## src/rtl/line_zero_pkg.sv

```systemverilog
package line_zero_pkg;

  typedef enum logic [2:0] {
    ST_IDLE  = 3'd0,
    ST_ZERO  = 3'd1,
    ST_PROBE = 3'd2,
    ST_WAIT  = 3'd3,
    ST_FIN   = 3'd4
  } lz_state_e;

  // log2 of the line size from the select code, saturating at max_l
  function automatic int unsigned sel_to_log2(input int unsigned sel,
                                              input int unsigned min_l,
                                              input int unsigned max_l);
    int unsigned v;
    v = min_l + sel;
    return (v > max_l) ? max_l : v;
  endfunction

  // mask of the offset bits inside a line
  function automatic logic [63:0] low_mask(input int unsigned lg);
    return (64'd1 << lg) - 64'd1;
  endfunction

  // byte offset of the last word in a line
  function automatic int unsigned last_word_off(input int unsigned lg);
    return (32'd1 << lg) - 32'd4;
  endfunction

endpackage

```

## src/rtl/line_zero_calc.sv

```systemverilog
module line_zero_calc
  import line_zero_pkg::*;
#(
  parameter int ADDR_W     = 32,
  parameter int SEL_W      = 3,
  parameter int MIN_LOG2   = 4,
  parameter int MAX_LOG2   = 8,
  parameter int SHORT_LOG2 = 5,
  parameter int LOG_W      = $clog2(MAX_LOG2 + 1)
) (
  input  logic [ADDR_W-1:0] addr_i,
  input  logic [SEL_W-1:0]  sel_i,
  input  logic [1:0]        mode_i,
  input  logic              long_i,
  input  logic              probe_i,
  output logic [ADDR_W-1:0] base_o,
  output logic [LOG_W-1:0]  log2_o
);

  logic [LOG_W-1:0] cfg_log2;
  logic             use_short;
  logic [63:0]      mask_w;

  assign cfg_log2  = LOG_W'(sel_to_log2(int'(sel_i), MIN_LOG2, MAX_LOG2));
  assign use_short = !probe_i && !long_i && (mode_i == 2'b01);
  assign log2_o    = use_short ? LOG_W'(SHORT_LOG2) : cfg_log2;
  assign mask_w    = low_mask(int'(log2_o));
  assign base_o    = addr_i & ~mask_w[ADDR_W-1:0];

endmodule

```

## src/rtl/line_zero_seq.sv

```systemverilog
module line_zero_seq
  import line_zero_pkg::*;
#(
  parameter int ADDR_W   = 32,
  parameter int MAX_LOG2 = 8,
  parameter int LOG_W    = $clog2(MAX_LOG2 + 1),
  parameter int OFF_W    = MAX_LOG2
) (
  input  logic              clk,
  input  logic              rst_n,
  input  logic              cmd_valid,
  output logic              cmd_ready,
  input  logic              cmd_probe,
  input  logic [ADDR_W-1:0] base_i,
  input  logic [LOG_W-1:0]  log2_i,
  output logic              mem_req_valid,
  input  logic              mem_req_ready,
  output logic              mem_req_we,
  output logic [ADDR_W-1:0] mem_req_addr,
  output logic [31:0]       mem_req_wdata,
  input  logic              mem_rsp_valid,
  output logic [ADDR_W-1:0] line_base_o,
  output logic              zero_fin_o,
  output logic              done_o
);

  lz_state_e         state_q;
  logic [ADDR_W-1:0] base_q;
  logic [LOG_W-1:0]  log2_q;
  logic [OFF_W-1:0]  off_q;
  logic              zero_q;

  logic              req_accept;
  logic              last_store_acc;
  logic [OFF_W-1:0]  last_off;

  assign last_off       = OFF_W'(last_word_off(int'(log2_q)));
  assign cmd_ready      = (state_q == ST_IDLE);
  assign mem_req_valid  = (state_q == ST_ZERO) || (state_q == ST_PROBE);
  assign mem_req_we     = (state_q == ST_ZERO);
  assign mem_req_addr   = base_q + ADDR_W'(off_q);
  assign mem_req_wdata  = '0;
  assign req_accept     = mem_req_valid && mem_req_ready;
  assign last_store_acc = (state_q == ST_ZERO) && req_accept && (off_q == last_off);
  assign done_o         = (state_q == ST_FIN);
  assign zero_fin_o     = done_o && zero_q;
  assign line_base_o    = base_q;

  always_ff @(posedge clk or negedge rst_n) begin
    if (!rst_n) begin
      state_q <= ST_IDLE;
      base_q  <= '0;
      log2_q  <= '0;
      off_q   <= '0;
      zero_q  <= 1'b0;
    end else begin
      unique case (state_q)
        ST_IDLE: if (cmd_valid) begin
          base_q  <= base_i;
          log2_q  <= log2_i;
          off_q   <= '0;
          zero_q  <= !cmd_probe;
          state_q <= cmd_probe ? ST_PROBE : ST_ZERO;
        end
        ST_ZERO: if (req_accept) begin
          if (off_q == last_off) state_q <= ST_FIN;
          else                   off_q   <= off_q + OFF_W'(4);
        end
        ST_PROBE: if (req_accept)    state_q <= ST_WAIT;
        ST_WAIT:  if (mem_rsp_valid) state_q <= ST_FIN;
        ST_FIN:   state_q <= ST_IDLE;
        default:  state_q <= ST_IDLE;
      endcase
    end
  end

  // a stalled request keeps its address and direction
  a_r3_hold_req: assert property (@(posedge clk) disable iff (!rst_n)
    mem_req_valid && !mem_req_ready |=> mem_req_valid && $stable(mem_req_addr) && $stable(mem_req_we));

  // stores walk upward one word at a time
  a_r3_word_step: assert property (@(posedge clk) disable iff (!rst_n)
    mem_req_valid && mem_req_ready && mem_req_we && !last_store_acc
    |=> mem_req_we && mem_req_addr == $past(mem_req_addr) + ADDR_W'(4));

  // the probe issues a single read
  a_r5_one_probe: assert property (@(posedge clk) disable iff (!rst_n)
    mem_req_valid && mem_req_ready && !mem_req_we |=> !mem_req_valid);

  // done follows the final store
  a_r6_done_after_last: assert property (@(posedge clk) disable iff (!rst_n)
    last_store_acc |=> done_o);

  // done is a single-cycle pulse
  a_r6_done_pulse: assert property (@(posedge clk) disable iff (!rst_n)
    done_o |=> !done_o);

  // never ready while finishing
  a_r9_busy_at_done: assert property (@(posedge clk) disable iff (!rst_n)
    done_o |-> !cmd_ready);

endmodule

```

## src/rtl/line_zero_resv.sv

```systemverilog
module line_zero_resv #(
  parameter int ADDR_W = 32
) (
  input  logic              clk,
  input  logic              rst_n,
  input  logic              set_valid,
  input  logic [ADDR_W-1:0] set_addr,
  input  logic              zero_fin,
  input  logic [ADDR_W-1:0] line_base,
  output logic [ADDR_W-1:0] resv_q
);

  logic cancel_hit;

  assign cancel_hit = zero_fin && (resv_q == line_base);

  always_ff @(posedge clk or negedge rst_n) begin
    if (!rst_n)          resv_q <= '1;
    else if (set_valid)  resv_q <= set_addr;
    else if (cancel_hit) resv_q <= '1;
  end

  // a set is visible on the next cycle
  a_r8_set_loads: assert property (@(posedge clk) disable iff (!rst_n)
    set_valid |=> resv_q == $past(set_addr));

  // a matching zeroed line cancels the reservation
  a_r7_cancel: assert property (@(posedge clk) disable iff (!rst_n)
    zero_fin && (resv_q == line_base) && !set_valid |=> resv_q == '1);

  // nothing else touches the reservation
  a_r7_keep: assert property (@(posedge clk) disable iff (!rst_n)
    !set_valid && !zero_fin |=> $stable(resv_q));

endmodule

```

## src/rtl/line_zero_engine.sv

```systemverilog
module line_zero_engine
  import line_zero_pkg::*;
#(
  parameter int ADDR_W     = 32,
  parameter int SEL_W      = 3,
  parameter int MIN_LOG2   = 4,
  parameter int MAX_LOG2   = 8,
  parameter int SHORT_LOG2 = 5
) (
  input  logic              clk,
  input  logic              rst_n,
  input  logic              cmd_valid,
  output logic              cmd_ready,
  input  logic [ADDR_W-1:0] cmd_addr,
  input  logic              cmd_probe,
  input  logic              cmd_long,
  input  logic [SEL_W-1:0]  cfg_line_sel,
  input  logic [1:0]        cfg_impl_mode,
  output logic              mem_req_valid,
  input  logic              mem_req_ready,
  output logic              mem_req_we,
  output logic [ADDR_W-1:0] mem_req_addr,
  output logic [31:0]       mem_req_wdata,
  input  logic              mem_rsp_valid,
  input  logic              resv_set_valid,
  input  logic [ADDR_W-1:0] resv_set_addr,
  output logic [ADDR_W-1:0] resv_addr,
  output logic              done
);

  localparam int LOG_W = $clog2(MAX_LOG2 + 1);

  logic [ADDR_W-1:0] cmd_base;
  logic [LOG_W-1:0]  cmd_log2;
  logic [ADDR_W-1:0] line_base;
  logic              zero_fin;

  line_zero_calc #(
    .ADDR_W(ADDR_W), .SEL_W(SEL_W), .MIN_LOG2(MIN_LOG2),
    .MAX_LOG2(MAX_LOG2), .SHORT_LOG2(SHORT_LOG2), .LOG_W(LOG_W)
  ) calc_i (
    .addr_i(cmd_addr), .sel_i(cfg_line_sel), .mode_i(cfg_impl_mode),
    .long_i(cmd_long), .probe_i(cmd_probe),
    .base_o(cmd_base), .log2_o(cmd_log2)
  );

  line_zero_seq #(
    .ADDR_W(ADDR_W), .MAX_LOG2(MAX_LOG2), .LOG_W(LOG_W), .OFF_W(MAX_LOG2)
  ) seq_i (
    .clk(clk), .rst_n(rst_n),
    .cmd_valid(cmd_valid), .cmd_ready(cmd_ready), .cmd_probe(cmd_probe),
    .base_i(cmd_base), .log2_i(cmd_log2),
    .mem_req_valid(mem_req_valid), .mem_req_ready(mem_req_ready),
    .mem_req_we(mem_req_we), .mem_req_addr(mem_req_addr),
    .mem_req_wdata(mem_req_wdata), .mem_rsp_valid(mem_rsp_valid),
    .line_base_o(line_base), .zero_fin_o(zero_fin), .done_o(done)
  );

  line_zero_resv #(.ADDR_W(ADDR_W)) resv_i (
    .clk(clk), .rst_n(rst_n),
    .set_valid(resv_set_valid), .set_addr(resv_set_addr),
    .zero_fin(zero_fin), .line_base(line_base), .resv_q(resv_addr)
  );

  // store data is always zero whenever a store is offered
  a_r3_zero_data: assert property (@(posedge clk) disable iff (!rst_n)
    mem_req_valid && mem_req_we |-> mem_req_wdata == 32'd0);

endmodule

```

## config.mk

```make
export PLATFORM = sky130hd
export DESIGN_NAME = line_zero_engine
export DESIGN_NICKNAME = d
export VERILOG_FILES = /design/src/rtl/line_zero_pkg.sv /design/src/rtl/line_zero_calc.sv /design/src/rtl/line_zero_seq.sv /design/src/rtl/line_zero_resv.sv /design/src/rtl/line_zero_engine.sv
export SDC_FILE = /design/constraint.sdc
export NUM_CORES = 1
export LEC_CHECK = 0
export ABC_AREA = 0
export ABC_CLOCK_PERIOD_IN_PS = 2800
export BUFFER_PORTS_ARGS = -buffer_cell sky130_fd_sc_hd__buf_2
export CAP_MARGIN = 10
export CORE_MARGIN = 3
export CORE_UTILIZATION = 50
export CTS_CLUSTER_SIZE = 20
export DETAILED_ROUTE_END_ITERATION = 8
export HOLD_SLACK_MARGIN = 0.1
export PLACE_DENSITY = 0.81
export SLEW_MARGIN = 15
export SYNTH_ARGS = -nofsm -noshare
export SYNTH_HDL_FRONTEND = slang
export SYNTH_SLANG_ARGS = --single-unit
```

## constraint.sdc

```tcl
create_clock -name clk -period 2.8 [get_ports clk]
set_input_delay 0.28 -clock clk [delete_from_list [all_inputs] [get_ports clk]]
set_output_delay 0.28 -clock clk [all_outputs]
set_load 0.02 [all_outputs]
```

==> metrics.md, run 1 <==
| Metric | Value |
|---|---|
| Top cells by area, synth | dfrtp_1 (24%), dfstp_2 (17%), xnor2_1 (9.6%), mux2_2 (5.4%), buf_4 (5.3%) |
| FF-to-FF End | seq_i.off_q[2] |
| Initial DRT Pass Iterations | 4 |
| Layout cell share with drive strength beyond 1 | just over 40% |
| Failing checks | negative setup slack |
| Final hold violation count | 0 |
| R2R Path Start | seq_i.log2_q[2] |
| RSZ-0062 raised after global routing | true |
| CTS Root Cell | clkbuf_8 |
| Cell area after synthesis | 0.00483 mm^2 |
| Nets@finish | 771 |
| Util after Layout | 66.1% |
| WL final | 13.4 mm |
| Die height | between 100 and 150 um |
| Pwr Density | 926 mW/mm^2 |
| Cell variety after synth | 53 |
| Detail Route Antenna Nets | 0 |
| Placed Area | approximately 0.0056 mm^2 |
| Placer Congestion | 0.821 |
| Grt ovf | 0 |
| CTS tree | done |
| Outcome | complete, but fails checks |
| Finish-stage setup viols | 6 |
| WP data required | 2.52 ns |
| Number of antenna diodes | 0 |
| Avg WL per Cell | between 15 and 20 um |
| Highest clock rate | 352 MHz |
| Largest net degree at the start of global routing | 79 |
| Placed insts | approximately 790 |
| IO Count | 177 |
| Max cap viols | 0 |
| FFs w/ async S/R, synth | 100% |
| Max clock buf depth | 2 |
| Initial antenna violation count | 0 |
| Port Buffer Count | between 100 and 150 |
| Core Box Area | 0.00933 mm^2 |
| R2r worst-path depth | 9 |
| Peak per-stage delay on the critical path | 0.54 ns |
| Vias per cell | 5.11 |
| Clock Sinks | 78 |
| Register area share after synthesis | 41.3% |
| Worst-path fanout max | 5 |
| Crit path kind | reg2out |
| Syn. warnings | 0 |
| Number of global-route vias before repair | 4,220 |
| Worst Clk Skew | 0.0101 ns |
| Slew headroom | 35.5% |
| Setup crit end kind | output pin |
| Initial Utilization | 51.8% |
| Worst-Skew Late Latency | 0.35 ns |
| Final Max Tran Viols | 0 |
| Maximum VDD drop | ~0.50 mV |
| Setup ws final | -0.0380 ns |
| Yosys reg bits | 78 |
| Post-DP HPWL | 9.60 mm |
| CP Cell Sequence | ha_4 -> a21oi_4 -> o21bai_4 -> a2111o_1 -> nor4b_4 -> buf_4 -> nand2_1 -> xnor2_1 -> buf_4 |
| Syn avg cell area | approximately 9 um^2 |
| Most used cell, CP | buf_4 |
| Area growth, synth to finish | 27.7% |
| Total GRT Usage | a little under a quarter |
| EDFF count, synth | 0 |
| Pleak | between 2 and 3 nW |
| Clk slew on worst S/H paths | about 0.080 ns |
| Ratio of final minimum period to clock period | 101% |
| Buf/Inv on CP | 2 |
| Post-Synthesis Cells | 521 |
| Setup crit start kind | register |
| Worst-margin pin slew | 0.968 ns |
| Die W | 104 um |
| Setup_tns | -0.166 ns |
| Core Rows | 35 |
| CTS HTree Levels | 3 |
| Main synth FF type | dfrtp_1 |
| Largest area contributor in the netlist | dfrtp_1 |
| Residual DRC | 0 |
| Area fraction of the dominant cell type after synthesis | approximately a quarter |
| Final Critical Period | 2.84 ns |
| HP Class | in2async |
| Slowest stage cell on the critical path | a2111o_1 |
| Total CTS buffers | 9 |
| First-pass GRT wire length | 20.9 mm |
| Vias | roughly 4,200 |
| Final instance area | a little over 0.006 mm^2 |
| DRT iter0 DRCs | 269 |
| Critical Path AT | 2.56 ns |
| R2R setup slack | 0.18 ns |
| Post-Layout Cell Count | 817 |
| CP top delay family | compound AO/OA/AOI/OAI gates |
| Area of the die | 0.0109 mm^2 |
-- per-layer routing --
metal / share of wire [%] / routed length (um) / up-vias / track usage, %
met2: 53 / 7110 / 166 / 42.4
met1: 39 / 5240 / 2010 / 29.6
met5: 0 / 0 / - / 0
met4: 1.6 / 220 / 0 / 6.08
li1: - / - / 1982 / -
met3: 6.4 / 854 / 19 / 5.52
-- cells in the final DEF (no fill, tap or decap), types with 3 or more instances in the layout --
cell      synthesis  layout
buf_2             7     126
xnor2_1          53      49
nor2_1           48      48
dfrtp_1          46      45
buf_4            34      43
nand2_1          44      40
inv_1            40      39
a21oi_1          40      38
conb_1            2      38
dfstp_2          32      32
mux2_2           23      23
nand3_1          15      13
o21ai_0          13      13
xor2_1           13      12
clkbuf_8          0      11
nand4_1          10      10
nor3_1            8       7
ha_1             11       7
nand2b_1          5       5
mux2i_1           5       5
xnor2_2           0       4
and2_1            5       4
nor4_1            4       4
a31oi_1           4       4
ha_4              0       4
o21a_1            3       3
and3_1            5       3
nor2b_1           3       3
nor3b_1           3       3
a211oi_1          3       3
-- kinds of logic (layout without fill, tap and decap cells) --
kind of cell	after synthesis	count (layout)	synth area share [%]
AOI/OAI and AO/OA	75	75	9.25
xor gates and xnor gates	66	66	12.0
adders and majority gates	11	11	2.85
buffers and inverters	97	228	10.7
DFF	78	78	41.3
muxes	28	28	6.40
other	2	38	0.156
and+or+nand+nor	164	164	17.4
-- flip-flops by register name, summed over array words and instances, names as in the netlist --
signal / flops
seq_i.log2_q: 4
seq_i.line_base_o: 32
resv_i.resv_q: 32
seq_i.state_q: 3
seq_i.zero_q: 1
seq_i.off_q: 6
-- worst register-to-register path, stage by stage, from the launching register on --
cell and delay, ns:
dfrtp_1 0.47, nor3b_2 0.28, nand2_1 0.09, ha_1 0.27
and4b_1 0.20, nor3_1 0.35, a2111oi_2 0.13, buf_4 0.17
or4b_1 0.50, nand3_1 0.11
-- metrics by stage --
step,total power [mW],hold slack [ns],setup WS [ns]
after floorplan,3.72,-0.0156,0.238
after global placement,4.40,0.460,0.154
after detailed placement,4.50,0.480,0.103
after CTS,5.49,0.103,-0.0138
after global routing,6.05,0.103,-0.139
final,5.71,0.0750,-0.0380
-- area by class of cell --
type	instances	area [um^2]
fill	727	3160
multi-input combinational	382	2650
sequential	78	1990
timing repair buffer	172	996
tap	129	161
clock buffer	12	155
inverter	40	150
clock inverter	4	55.1
-- what timing repair did --
action,in CTS,in global routing
hold buffers,0,0
setup buffers,7,9
endpoints found under the setup margin,23,20
resized for setup,10,40
pin swaps,7,14
-- Yosys cell counts (2+ instances only) --
library cell  number
ha_1              11
a211oi_1           3
nor2_1            48
nand4_1           10
clkbuf_1          13
nor3_1             8
and2_1             5
nor2b_1            3
and3_1             5
nand2b_1           5
nor3b_1            3
a21oi_1           40
dfrtp_1           46
or4b_1             2
conb_1             2
dfstp_2           32
a31oi_1            4
nand3_1           15
o21ai_0           13
xor2_1            13
buf_2              7
nand2_1           44
mux2_2            23
buf_6              2
or3_1              2
inv_1             40
nor4_1             4
xnor2_1           53
buf_4             34
o21a_1             3
nor4b_4            2
mux2i_1            5
-- power by group --
group | switching [mW] | leakage (nW) | internal, mW
Combinational | 1.55 | 1.95 | 1.29
Sequential | 0.490 | 0.909 | 1.49
Clock | 0.423 | 0.103 | 0.464
Total | 2.46 | 2.96 | 3.25
-- worst max path at each step --
stage                    startpoint               end  slack (ns)  depth (start not counted)
2_1_floorplan        seq_i.off_q[3]  mem_req_addr[16]        0.24                          7
3_3_place_gp   seq_i.line_base_o[3]  mem_req_addr[21]        0.15                          8
3_5_place_dp   seq_i.line_base_o[3]  mem_req_addr[21]        0.10                          8
4_1_cts              seq_i.off_q[3]  mem_req_addr[31]       -0.01                          8
5_1_grt        seq_i.line_base_o[3]  mem_req_addr[31]       -0.14                          8
6_report       seq_i.line_base_o[3]  mem_req_addr[28]       -0.04                          9
Power figures use the tool's default switching activity.
==> inputs of run 2 (changes only) <==
--- a/config.mk
+++ b/config.mk
@@ -9,6 +9,7 @@
 export ABC_CLOCK_PERIOD_IN_PS = 2800
 export BUFFER_PORTS_ARGS = -buffer_cell sky130_fd_sc_hd__buf_2
 export CAP_MARGIN = 10
+export CORE_ASPECT_RATIO = 0.8
 export CORE_MARGIN = 3
 export CORE_UTILIZATION = 50
 export CTS_CLUSTER_SIZE = 20
==> metrics.md, run 2 (synthesized netlist as in run 1, its figures left out) <==
| Metric | Value |
|---|---|
| Worst-margin pin slew | 0.983 ns (was 0.968 ns) |
| Commonest non-fill, non-tap cell in the layout | buf_2 (unchanged) |
| Max clock buf depth | 2 (unchanged) |
| Total CTS buffers | 9 (unchanged) |
| Busiest grt layer | met2 (unchanged) |
| Fill count | 747 (was 727) |
| IO Count | 177 (unchanged) |
| DRT iter0 DRCs | 259 (was 269) |
| Commonest non-fill, non-tap cells in the layout | buf_2 (129), xnor2_1 (50), nor2_1 (48), dfrtp_1 (45) (was buf_2 (126), xnor2_1 (49), nor2_1 (48), dfrtp_1 (45), buf_4 (43)) |
| GRT met3 Usage | 6.76% (was 5.52%) |
| WL final | 13.0 mm (was 13.4 mm) |
| Peak per-stage delay on the critical path | 0.51 ns (was 0.54 ns) |
| First-pass GRT wire length | 19.3 mm (was 20.9 mm) |
| Post-DP HPWL | 9.52 mm (was 9.60 mm) |
| CTS Root Cell | clkbuf_16 (was clkbuf_8) |
| Failing checks | negative setup slack (unchanged) |
| HP Class | in2async (unchanged) |
| Final Critical Period | 2.85 ns (was 2.84 ns) |
| Crit path kind | reg2out (unchanged) |
| CP Cell Sequence | ha_4 -> a21oi_4 -> o21bai_1 -> a2111o_1 -> nor4b_4 -> buf_4 -> buf_6 -> nand3_2 -> xnor2_2 -> buf_4 (was ha_4 -> a21oi_4 -> o21bai_4 -> a2111o_1 -> nor4b_4 -> buf_4 -> nand2_1 -> xnor2_1 -> buf_4) |
| Die height | 93.9 um (was 104 um) |
| Final hold violation count | 0 (unchanged) |
| RSZ-0062 raised after global routing | true (unchanged) |
| Die W | 116 um (was 104 um) |
| Post-Layout Cell Count | 802 (was 817) |
| Clock Sinks | 78 (unchanged) |
| Area of the die | 0.0109 mm^2 (about the same) |
| Core Box Area | 0.00923 mm^2 (was 0.00933 mm^2) |
| Most used cell, CP | buf_4 (unchanged) |
| Pleak | 2.95 nW (was 2.96 nW) |
| Setup ws final | -0.0498 ns (was -0.0380 ns) |
| Initial antenna violation count | 0 (unchanged) |
| Nets@finish | 770 (was 771) |
| Post-CTS Hold Fix Bufs | 0 (unchanged) |
| Avg WL per Cell | 16.2 um (was 16.4 um) |
| Largest net degree at the start of global routing | 79 (unchanged) |
| Slew headroom | 34.5% (was 35.5%) |
| Buf/Inv on CP | 3 (was 2) |
| Worst Clk Skew | 0.00906 ns (was 0.0101 ns) |
| Outcome | complete, but fails checks (unchanged) |
| Pre-CTS setup slack | 0.0929 ns (was 0.103 ns) |
| Detail Route Antenna Nets | 0 (unchanged) |
| Port Buffer Count | 142 (unchanged) |
| Highest clock rate | 351 MHz (was 352 MHz) |
| Grt ovf | 0 (unchanged) |
| Vias per cell | 5.20 (was 5.11) |
| Initial Utilization | 52.3% (was 51.8%) |
| Area growth, synth to finish | 27.3% (was 27.7%) |
| Placed insts | 772 (was 785) |
| CTS HTree Levels | 3 (unchanged) |
| Initial DRT Pass Iterations | 4 (unchanged) |
| Finish-stage setup viols | 5 (was 6) |
| Worst-path fanout max | 5 (unchanged) |
| Maximum VDD drop | 0.590 mV (was 0.498 mV) |
| Critical Path AT | 2.57 ns (was 2.56 ns) |
| R2R Path Start | seq_i.log2_q[2] (unchanged) |
| Setup crit start kind | register (unchanged) |
| CP top delay family | compound AO/OA/AOI/OAI gates (unchanged) |
| Final Max Tran Viols | 0 (unchanged) |
| Slowest stage cell on the critical path | a2111o_1 (unchanged) |
| CTS tree | done (unchanged) |
| Final instance area | 0.00614 mm^2 (was 0.00616 mm^2) |
| Max cap viols | 0 (unchanged) |
| Placer Congestion | 0.873 (was 0.821) |
| Setup_tns | -0.155 ns (was -0.166 ns) |
| Worst-Skew Late Latency | 0.34 ns (was 0.35 ns) |
| Residual DRC | 0 (unchanged) |
| M1 GR Usage | 29.5% (was 29.6%) |
| Core Rows | 31 (was 35) |
| Clk slew on worst S/H paths | 0.06 ns (was 0.08 ns) |
| Vias | 4,167 (was 4,177) |
| Total GRT Usage | 23.3% (was 24.0%) |
| CP startpoint | seq_i.off_q[3] (was seq_i.line_base_o[3]) |
| Ratio of final minimum period to clock period | 102% (was 101%) |
| Placed Area | 0.00557 mm^2 (was 0.00559 mm^2) |
| Reg area | 0.00199 mm^2 (unchanged) |
| Util after Layout | 66.5% (was 66.1%) |
| GRT met2 Usage | 38.7% (was 42.4%) |
| Layout cell share with drive strength beyond 1 | 39.7% (was 40.4%) |
| WP data required | 2.52 ns (about the same) |
| Number of global-route vias before repair | 3,971 (was 4,220) |
| Pwr Density | 940 mW/mm^2 (was 926 mW/mm^2) |
| Setup crit end kind | output pin (unchanged) |
| Number of antenna diodes | 0 (unchanged) |
| Multi-input gate area | 0.00261 mm^2 (was 0.00265 mm^2) |
-- run 2: final timing paths --
check                      slack, ns              endpoint  cells past startpoint
hold / removal                   0.1  seq_i.line_base_o[1]                      1
hold reg to reg                 0.48          seq_i.zero_q                      2
setup reg to reg                0.27        seq_i.off_q[2]                      9
setup / recovery               -0.05      mem_req_addr[27]                     10
min in group clk                0.14     resv_i.resv_q[13]                      3
max in group asynchronous       2.02  seq_i.line_base_o[6]                      1
-- run 2: cell type report --
class	count	share of cell area, %
Clock inverter	5	0.570
Tap cell	115	2.34
Timing Repair Buffer	171	15.8
Inverter	40	2.44
Clock buffer	11	3.95
Sequential cell	78	32.4
Multi-Input combinational cell	382	42.4
-- run 2: worst reg2reg max path, delay by kind of cell (launching register included) --
family	cells	cell delay [ns]
compound gates	1	0.11
fa+ha+maj	1	0.28
buf+inv	1	0.17
flops	1	0.46
simple gates	6	1.46
-- run 2: per-stage QoR --
stage / hold WS [ns] / power (mW)
4_1_cts: 0.125 / 5.63
2_1_floorplan: -0.0156 / 3.72
3_3_place_gp: 0.463 / 4.37
6_report: 0.0966 / 5.78
3_5_place_dp: 0.475 / 4.46
5_1_grt: 0.128 / 6.13
-- run 2: report_power, final --
| group | switching (mW) | internal, mW | leakage, nW |
|---|---|---|---|
| clock network | 0.465 | 0.624 | 0.135 |
| registers | 0.492 | 1.49 | 0.909 |
| logic | 1.46 | 1.24 | 1.91 |
-- run 2: repair_timing --
action,CTS,global route
setup buffers,6,8
resized for setup,8,32
pin swaps,5,11
endpoints found under the setup margin,22,16
-- run 2: per-layer routing --
metal  vias up  wire [um]
li1       1983          -
met1      1994       5440
met2       176       6250
met3        14       1060
met4         0        204
met5         -          0
==> inputs of run 3 (changes only) <==
--- a/config.mk
+++ b/config.mk
@@ -8,14 +8,13 @@
 export ABC_AREA = 0
 export ABC_CLOCK_PERIOD_IN_PS = 2800
 export BUFFER_PORTS_ARGS = -buffer_cell sky130_fd_sc_hd__buf_2
-export CAP_MARGIN = 10
 export CORE_ASPECT_RATIO = 0.8
 export CORE_MARGIN = 3
 export CORE_UTILIZATION = 50
 export CTS_CLUSTER_SIZE = 20
 export DETAILED_ROUTE_END_ITERATION = 8
 export HOLD_SLACK_MARGIN = 0.1
-export PLACE_DENSITY = 0.81
+export PLACE_DENSITY_LB_ADDON = 0.25
 export SLEW_MARGIN = 15
 export SYNTH_ARGS = -nofsm -noshare
 export SYNTH_HDL_FRONTEND = slang
==> metrics.md, run 3 (synthesized netlist as in run 1, its figures left out) <==
| Metric | Value |
|---|---|
| Max clock buf depth | 2 (unchanged) |
| Worst-Skew Late Latency | 0.32 ns (was 0.34 ns) |
| Initial Utilization | 52.3% (unchanged) |
| Final Critical Period | 2.88 ns (was 2.85 ns) |
| Port Buffer Count | 142 (unchanged) |
| Area growth, synth to finish | 25.8% (was 27.3%) |
| HP Class | in2async (unchanged) |
| CP top delay family | compound AO/OA/AOI/OAI gates (unchanged) |
| Setup ws final | -0.0807 ns (was -0.0498 ns) |
| WP data required | 2.52 ns (about the same) |
| CP Capture Point | mem_req_addr[18] (was mem_req_addr[27]) |
| Setup crit start kind | register (unchanged) |
| Residual DRC | 0 (unchanged) |
| DRT iter0 DRCs | 256 (was 259) |
| Largest net degree at the start of global routing | 79 (unchanged) |
| Die height | 93.9 um (unchanged) |
| FF-to-FF End | seq_i.off_q[2] (unchanged) |
| Clock Sinks | 78 (unchanged) |
| R2r worst-path depth | 9 (unchanged) |
| Layout cell share with drive strength beyond 1 | 38.3% (was 39.7%) |
| Nets@finish | 761 (was 770) |
| Pwr Total | 5.72 mW (was 5.78 mW) |
| Critical path depth | 8 (was 10) |
| Area of the die | 0.0109 mm^2 (unchanged) |
| Slew headroom | 35.4% (was 34.5%) |
| Post-DP HPWL | 9.47 mm (was 9.52 mm) |
| Placed Area | 0.00557 mm^2 (about the same) |
| Post-Layout Cell Count | 793 (was 802) |
| Placed insts | 769 (was 772) |
| Vias | 4,035 (was 4,167) |
| Reg area | 0.00199 mm^2 (about the same) |
| Total GRT Usage | 23.3% (about the same) |
| Core Rows | 31 (unchanged) |
| RSZ-0062 raised after global routing | true (unchanged) |
| Setup_tns | -0.162 ns (was -0.155 ns) |
| Commonest non-fill, non-tap cell in the layout | buf_2 (unchanged) |
| Comb power frac | 45.1% (was 46.7%) |
| Max cap viols | 0 (unchanged) |
| Internal | 3.35 mW (was 3.36 mW) |
| Clk slew on worst S/H paths | 0.06 ns (about the same) |
| Total CTS buffers | 9 (unchanged) |
| Final hold violation count | 0 (unchanged) |
| CTS HTree Levels | 3 (unchanged) |
| Finish-stage setup viols | 7 (was 5) |
| Switching Fraction | 41.4% (was 41.8%) |
| Number of antenna diodes | 0 (unchanged) |
| CP startpoint | seq_i.off_q[2] (was seq_i.off_q[3]) |
| Maximum VDD drop | 0.444 mV (was 0.590 mV) |
| Pwr Density | 943 mW/mm^2 (was 940 mW/mm^2) |
| Outcome | complete, but fails checks (unchanged) |
| Setup crit end kind | output pin (unchanged) |
| Buf/Inv on CP | 1 (was 3) |
| CP Cell Sequence | ha_2 -> a21oi_4 -> o21bai_1 -> a2111o_1 -> nand2_1 -> nor2_1 -> xnor2_1 -> buf_2 (was ha_4 -> a21oi_4 -> o21bai_1 -> a2111o_1 -> nor4b_4 -> buf_4 -> buf_6 -> nand3_2 -> xnor2_2 -> buf_4) |
| Core Box Area | 0.00923 mm^2 (unchanged) |
| Commonest non-fill, non-tap cells in the layout | buf_2 (129), xnor2_1 (50), nor2_1 (48), dfrtp_1 (46), nand2_1 (42) (was buf_2 (129), xnor2_1 (50), nor2_1 (48), dfrtp_1 (45)) |
| Clock Power Share | 19.9% (was 18.9%) |
| Peak per-stage delay on the critical path | 0.57 ns (was 0.51 ns) |
| Grt ovf | 0 (unchanged) |
| Slowest stage cell on the critical path | a2111o_1 (unchanged) |
| Worst-path fanout max | 7 (was 5) |
| Multi-input gate area | 0.00257 mm^2 (was 0.00261 mm^2) |
| Worst-margin pin slew | 0.969 ns (was 0.983 ns) |
| Detail Route Antenna Nets | 0 (unchanged) |
| CTS Root Cell | clkbuf_16 (unchanged) |
| R2R setup slack | 0.22 ns (was 0.27 ns) |
| IO Count | 177 (unchanged) |
| Final Max Tran Viols | 0 (unchanged) |
| Critical Path AT | 2.60 ns (was 2.57 ns) |
| Reg power frac | 35.0% (was 34.4%) |
| Crit path kind | reg2out (unchanged) |
| Failing checks | negative setup slack (unchanged) |
| R2R Path Start | seq_i.log2_q[2] (unchanged) |
| Ratio of final minimum period to clock period | 103% (was 102%) |
| Placer Congestion | 0.872 (was 0.873) |
| Vias per cell | 5.09 (was 5.20) |
| Switch Pwr | 2.37 mW (was 2.42 mW) |
| Initial DRT Pass Iterations | 4 (unchanged) |
| Die W | 116 um (unchanged) |
| Fill count | 772 (was 747) |
| Pleak | 2.90 nW (was 2.95 nW) |
| Avg WL per Cell | 15.8 um (was 16.2 um) |
| Final instance area | 0.00607 mm^2 (was 0.00614 mm^2) |
| Worst Clk Skew | 0.00488 ns (was 0.00906 ns) |
| Highest clock rate | 347 MHz (was 351 MHz) |
| Number of global-route vias before repair | 3,949 (was 3,971) |
| Initial antenna violation count | 0 (unchanged) |
| WL final | 12.5 mm (was 13.0 mm) |
| First-pass GRT wire length | 19.6 mm (was 19.3 mm) |
| CTS tree | done (unchanged) |
| Util after Layout | 65.8% (was 66.5%) |
-- run 3: per-layer routing --
layer  global-route usage, %  part of all wire (%)
met1                    32.7                    46
met2                    36.4                    45
met3                    5.47                   7.2
met4                    5.80                   1.1
met5                       0                     0
-- run 3: final cells by class --
cell class | count | area share, %
clock buffer | 10 | 3.77
clock inverter | 6 | 1.03
inverter | 40 | 2.47
multi-input combinational | 382 | 42.3
sequential | 78 | 32.8
tap | 115 | 2.37
timing repair buffer | 162 | 15.3
-- run 3: power groups by stage --
stage / sequential (mW) / combinational [mW] / clock, mW
final: 2.00 / 2.58 / 1.14
after floorplan: 1.87 / 1.85 / 0
after CTS: 1.98 / 2.49 / 1.16
after global placement: 1.96 / 2.41 / 0
after global routing: 2.07 / 2.81 / 1.21
after detailed placement: 1.99 / 2.46 / 0
-- run 3: worst min path at each step --
stage,startpoint,cells past startpoint,to
floorplan,rst_n,0,seq_i.line_base_o[0]
global placement,seq_i.zero_q,2,seq_i.zero_q
detailed placement,resv_set_addr[27],3,resv_i.resv_q[27]
CTS,rst_n,1,seq_i.state_q[2]
global route,resv_set_addr[17],3,resv_i.resv_q[17]
finish,rst_n,1,seq_i.state_q[2]
-- run 3: worst reg2reg max path, delay by kind of cell (launching register included) --
family          cells  cell delay, ns
fa+ha+maj           1            0.27
simple gates        6            1.49
compound gates      1            0.13
flops               1            0.46
buf+inv             1            0.17
-- run 3: timing repair --
item,4_1_cts,5_1_grt
setup buffers,4,4
endpoints found under the setup margin,19,17
pin swaps,5,6
gates cloned,0,0
hold buffers,0,0
endpoints found under the hold margin,0,0
gates resized for setup,10,24
-- run 3: stage by stage --
step,hold WS (ns),setup WS [ns]
floorplan,-0.0156,0.238
global route,0.137,-0.182
CTS,0.138,-0.00252
global placement,0.464,0.202
detailed placement,0.484,0.186
finish,0.101,-0.0807
